[src/rtl/pshift_pkg.sv]
package pshift_pkg;
  typedef enum logic [2:0] {
    SH_ASR   = 3'd0,
    SH_ASROR = 3'd1,
    SH_LSL   = 3'd2,
    SH_LSLOR = 3'd3,
    SH_LSR   = 3'd4,
    SH_LSROR = 3'd5,
    SH_ROL   = 3'd6,
    SH_ROR   = 3'd7
  } sh_kind_e;

  localparam logic [15:0] GRP_MASK  = 16'hF188;
  localparam logic [15:0] GRP_MATCH = 16'hE108;
endpackage

[src/rtl/pshift_decode.sv]
module pshift_decode
  import pshift_pkg::*;
#(
  parameter int PAIR_LO = 3
) (
  input  logic [15:0] op_i,
  output logic        hit_o,
  output sh_kind_e    kind_o,
  output logic [2:0]  rd_o,
  output logic [2:0]  rs_o,
  output logic [2:0]  nb_o,
  output logic        left_o,
  output logic        wr0_o,
  output logic        wr1_o,
  output logic        unimpl_o
);
  localparam logic [2:0] PairLo = 3'(PAIR_LO);
  localparam logic [2:0] PairHi = 3'(PAIR_LO + 1);

  assign hit_o  = (op_i & GRP_MASK) == GRP_MATCH;
  assign kind_o = sh_kind_e'(op_i[6:4]);
  assign rd_o   = op_i[11:9];
  assign rs_o   = op_i[2:0];
  assign nb_o   = (kind_o == SH_LSROR) ? rd_o - 3'd1 : rd_o + 3'd1;
  assign left_o = (kind_o == SH_LSL) || (kind_o == SH_LSLOR);

  always_comb begin
    wr0_o    = 1'b0;
    wr1_o    = 1'b0;
    unimpl_o = 1'b0;
    if (hit_o) begin
      unique case (kind_o)
        SH_LSL, SH_LSR: wr0_o = 1'b1;
        SH_LSLOR: begin
          wr0_o    = (rd_o == PairLo);
          wr1_o    = (rd_o == PairLo);
          unimpl_o = (rd_o != PairLo);
        end
        SH_LSROR: begin
          wr0_o    = (rd_o == PairHi);
          wr1_o    = (rd_o == PairHi);
          unimpl_o = (rd_o != PairHi);
        end
        default: unimpl_o = 1'b1;
      endcase
    end
  end
endmodule

[src/rtl/pshift_barrel.sv]
module pshift_barrel #(
  parameter int DATA_W = 16,
  parameter int AMT_W  = 5
) (
  input  logic [DATA_W-1:0]   data_i,
  input  logic [AMT_W-1:0]    amt_i,
  input  logic                left_i,
  output logic [2*DATA_W-1:0] wide_o
);
  localparam int WW = 2 * DATA_W;

  logic [WW-1:0] stg [AMT_W+1];

  // left: value sits in the low half; right: value sits in the high half
  assign stg[0] = left_i ? {{DATA_W{1'b0}}, data_i} : {data_i, {DATA_W{1'b0}}};

  for (genvar k = 0; k < AMT_W; k++) begin : g_stage
    localparam int SH = 1 << k;
    assign stg[k+1] = !amt_i[k] ? stg[k] :
                      left_i    ? (stg[k] << SH) : (stg[k] >> SH);
  end

  assign wide_o = stg[AMT_W];
endmodule

[src/rtl/pair_shift_unit.sv]
module pair_shift_unit
  import pshift_pkg::*;
#(
  parameter int DATA_W  = 16,
  parameter int AMT_W   = 5,
  parameter int PAIR_LO = 3
) (
  input  logic              clk_i,
  input  logic              rst_ni,
  input  logic              valid_i,
  input  logic [15:0]       op_i,
  output logic [2:0]        rd_addr_o,
  output logic [2:0]        rs_addr_o,
  output logic [2:0]        nb_addr_o,
  input  logic [DATA_W-1:0] rd_data_i,
  input  logic [DATA_W-1:0] rs_data_i,
  input  logic [DATA_W-1:0] nb_data_i,
  output logic              wr0_en_o,
  output logic [2:0]        wr0_addr_o,
  output logic [DATA_W-1:0] wr0_data_o,
  output logic              wr1_en_o,
  output logic [2:0]        wr1_addr_o,
  output logic [DATA_W-1:0] wr1_data_o,
  output logic              unimpl_o
);
  logic        hit, left, dec_wr0, dec_wr1, dec_unimpl;
  sh_kind_e    kind;
  logic [2:0]  rd_idx, rs_idx, nb_idx;
  logic [2*DATA_W-1:0] wide;
  logic [DATA_W-1:0]   lo_half, hi_half, w0_data, w1_data;

  pshift_decode #(.PAIR_LO(PAIR_LO)) u_dec (
    .op_i     (op_i),
    .hit_o    (hit),
    .kind_o   (kind),
    .rd_o     (rd_idx),
    .rs_o     (rs_idx),
    .nb_o     (nb_idx),
    .left_o   (left),
    .wr0_o    (dec_wr0),
    .wr1_o    (dec_wr1),
    .unimpl_o (dec_unimpl)
  );

  pshift_barrel #(.DATA_W(DATA_W), .AMT_W(AMT_W)) u_bsh (
    .data_i (rd_data_i),
    .amt_i  (rs_data_i[AMT_W-1:0]),
    .left_i (left),
    .wide_o (wide)
  );

  assign rd_addr_o = rd_idx;
  assign rs_addr_o = rs_idx;
  assign nb_addr_o = nb_idx;

  assign lo_half = wide[DATA_W-1:0];
  assign hi_half = wide[2*DATA_W-1:DATA_W];
  assign w0_data = left ? lo_half : hi_half;
  // spilled bits merge into the old neighbour value
  assign w1_data = nb_data_i | (left ? hi_half : lo_half);

  always_ff @(posedge clk_i or negedge rst_ni) begin
    if (!rst_ni) begin
      wr0_en_o   <= 1'b0;
      wr0_addr_o <= '0;
      wr0_data_o <= '0;
      wr1_en_o   <= 1'b0;
      wr1_addr_o <= '0;
      wr1_data_o <= '0;
      unimpl_o   <= 1'b0;
    end else begin
      wr0_en_o   <= valid_i && dec_wr0;
      wr1_en_o   <= valid_i && dec_wr1;
      unimpl_o   <= valid_i && dec_unimpl;
      wr0_addr_o <= rd_idx;
      wr0_data_o <= w0_data;
      wr1_addr_o <= nb_idx;
      wr1_data_o <= w1_data;
    end
  end

  logic unused_kind;
  assign unused_kind = ^{kind, hit, rs_data_i};
endmodule

[config.mk]
export PLATFORM = sky130hd
export DESIGN_NAME = pair_shift_unit
export DESIGN_NICKNAME = d
export VERILOG_FILES = /design/src/rtl/pshift_pkg.sv /design/src/rtl/pshift_decode.sv /design/src/rtl/pshift_barrel.sv /design/src/rtl/pair_shift_unit.sv
export SDC_FILE = /design/constraint.sdc
export NUM_CORES = 1
export LEC_CHECK = 0
export CAP_MARGIN = 20
export CORE_MARGIN = 1
export CORE_UTILIZATION = 51
export CTS_BUF_LIST = sky130_fd_sc_hd__clkbuf_16
export DETAILED_ROUTE_END_ITERATION = 8
export PLACE_DENSITY = 0.83
export SLEW_MARGIN = 10
export SYNTH_ARGS = -nofsm -noshare
export SYNTH_HDL_FRONTEND = slang
export SYNTH_HIERARCHICAL = 1
export SYNTH_SLANG_ARGS = --single-unit
[constraint.sdc]
create_clock -name clk_i -period 3.2 [get_ports clk_i]
set_input_delay 0.96 -clock clk_i [delete_from_list [all_inputs] [get_ports clk_i]]
set_output_delay 0.96 -clock clk_i [all_outputs]
set_load 0.05 [all_outputs]
==> reports/results.ini <==
[critical_path]
crit_buf_inv=1
path_cells=clkdlybuf4s50_1, mux4_2, a22o_1, or3_1, a221o_1, a211o_1
worstSetupPathType=input port to flip-flop
path_max_fanout=2
critPathSlowestCell=mux4_2
start_kind=input port
critPathTopFamily=compound AO/OA/AOI/OAI gates
critPathArrivalTime_ns=3.35
cp-end-kind=flip-flop
cp.required_ns=3.35
cpPeakStageDelay_ns=0.54

[cts]
cts_made_buffers=5
h-tree-depth=2
cts_tree=built
clkTransAtPathRegs_ns=0.06
cts-root-buf=clkbuf_16
ctsHoldBuffers=0
clockBufferDepth=2
cts_sinks=41

[timing]
maxSlewViolCount=0
worst_pin_slew_ns=0.885
post-route-period-util_pct=100
setup_violations=1
whs_ns=0.798
fin_ws_ns=-0.00169
max_freq_mhz=312
period_needed_ns=3.20
slew_headroom_pct=41.0
finalHoldViolations=0

[cells_and_area]
final_area_um2=6800
syn_to_final_growth_pct=51.6
stdcell_count=804
multi_input_area_um2=3220
seq_area_um2=1030
finalNetCount=767
final_cell_mix=buf_4 (145), clkdlybuf4s50_1 (78), dfrtp_1 (41)
drive_above_1_share_pct=33.8
final_common_cell=buf_4
fill_cells=531
antenna_cells=0
final_util_pct=81.1

[logic_synthesis]
syn_area_um2=4480
synth_area_per_cell_um2=9.08
ys_warn_count=6
syn_nets=563
synth_cells=494

[global_routing]
grt_overflow=0
grt_pass1_wl_mm=27.2
grt_max_degree=42
antenna_found_initial=0
grt_pass1_vias=5051
track_usage_pct=39.8

[routing]
dr.pass1.iters=8
first_iter_violations=642
routed_via_density=6.51
drc=0
wire_per_inst_um=22.2
drtAntennaViolNets=0
vias=5232
wirelength_mm=17.9

[floorplan]
die_w_um=95.8
num_rows=33
ios=117
start_util_pct=53.5
core_um2=8380
die_area_um2=9170
die_h_um=95.8

[power_and_ir_drop]
p_leak_nw=2.94
p_sw_mw=0.859
powerDensity_nw_per_um2=339
ir_drop_mv=0.222
power_frac_clock_pct=24.5
p_int_mw=1.45
sw_frac_of_total_pct=37.2
power_mw=2.31
seqPwrFrac_pct=25.1
power_frac_comb_pct=50.4

[placed_design]
gp_congestion=1.02
place_area_um2=6530
dpl.hpwl_mm=13.8
port-buffer-count=99
dp_cells=791

[run]
timing.max_cap.violations=0

[run_status]
violations=negative setup slack
status=finished with violations

[min_path]
holdCritPathClass=input port to async pin

-- cell type report --
class / count / share of cell area (%)
inverters: 9 / 0.497
flip-flops and latches: 41 / 15.1
clock buffers: 5 / 1.84
repair buffers: 249 / 32.6
clock inverters: 3 / 0.607
multi-input cells: 392 / 47.4
well taps: 105 / 1.93
-- state kept, by name, summed over array words and instances (netlist names) --
| register | cells |
|---|---|
| unimpl_o | 1 |
| wr0_addr_o | 3 |
| wr1_addr_o | 3 |
| wr1_en_o | 1 |
| wr0_data_o | 16 |
| wr1_data_o | 16 |
| wr0_en_o | 1 |
-- routing by layer --
layer / vias to the layer above / global-route usage (%) / wire length [um]
li1: 2319 / - / -
met1: 2498 / 50.2 / 6960
met2: 361 / 67.9 / 8700
met3: 54 / 5.37 / 1550
met4: 0 / 17.9 / 680
met5: - / 0 / 0
-- worst max-delay path by stage --
stage                       from             end  slack (ns)  depth (start not counted)
global route        rd_data_i[0]  wr1_data_o[11]      -0.008                          6
CTS                      op_i[6]    nb_addr_o[2]      0.0008                          7
floorplan                op_i[6]    nb_addr_o[2]       -0.06                          5
finish              rd_data_i[0]  wr1_data_o[11]      -0.002                          6
detailed placement       op_i[6]    nb_addr_o[2]       -0.55                          7
global placement         op_i[6]    nb_addr_o[2]       -0.48                          7
-- stage by stage --
stage,setup TNS (ns),setup slack [ns]
finish,-0.00169,-0.00169
global route,-0.00783,-0.00783
floorplan,-0.0640,-0.0640
CTS,0,0.000824
global placement,-5.07,-0.484
detailed placement,-6.89,-0.548
-- power by group through the flow --
stage               Clock [mW]  Combinational (mW)  Sequential, mW
finish                   0.565                1.16           0.580
global route             0.588                1.22           0.585
CTS                      0.564                1.13           0.581
detailed placement           0                1.11           0.588
global placement             0                1.09           0.584
floorplan                    0               0.463           0.754
-- what timing repair did --
| action | CTS | global route |
|---|---|---|
| buffers inserted | 2 | 3 |
| gates resized for setup | 25 | 15 |
| pin swaps | 4 | 6 |
| endpoints found under the setup margin | 7 | 11 |
No activity file was read; power rests on OpenSTA's default activity.
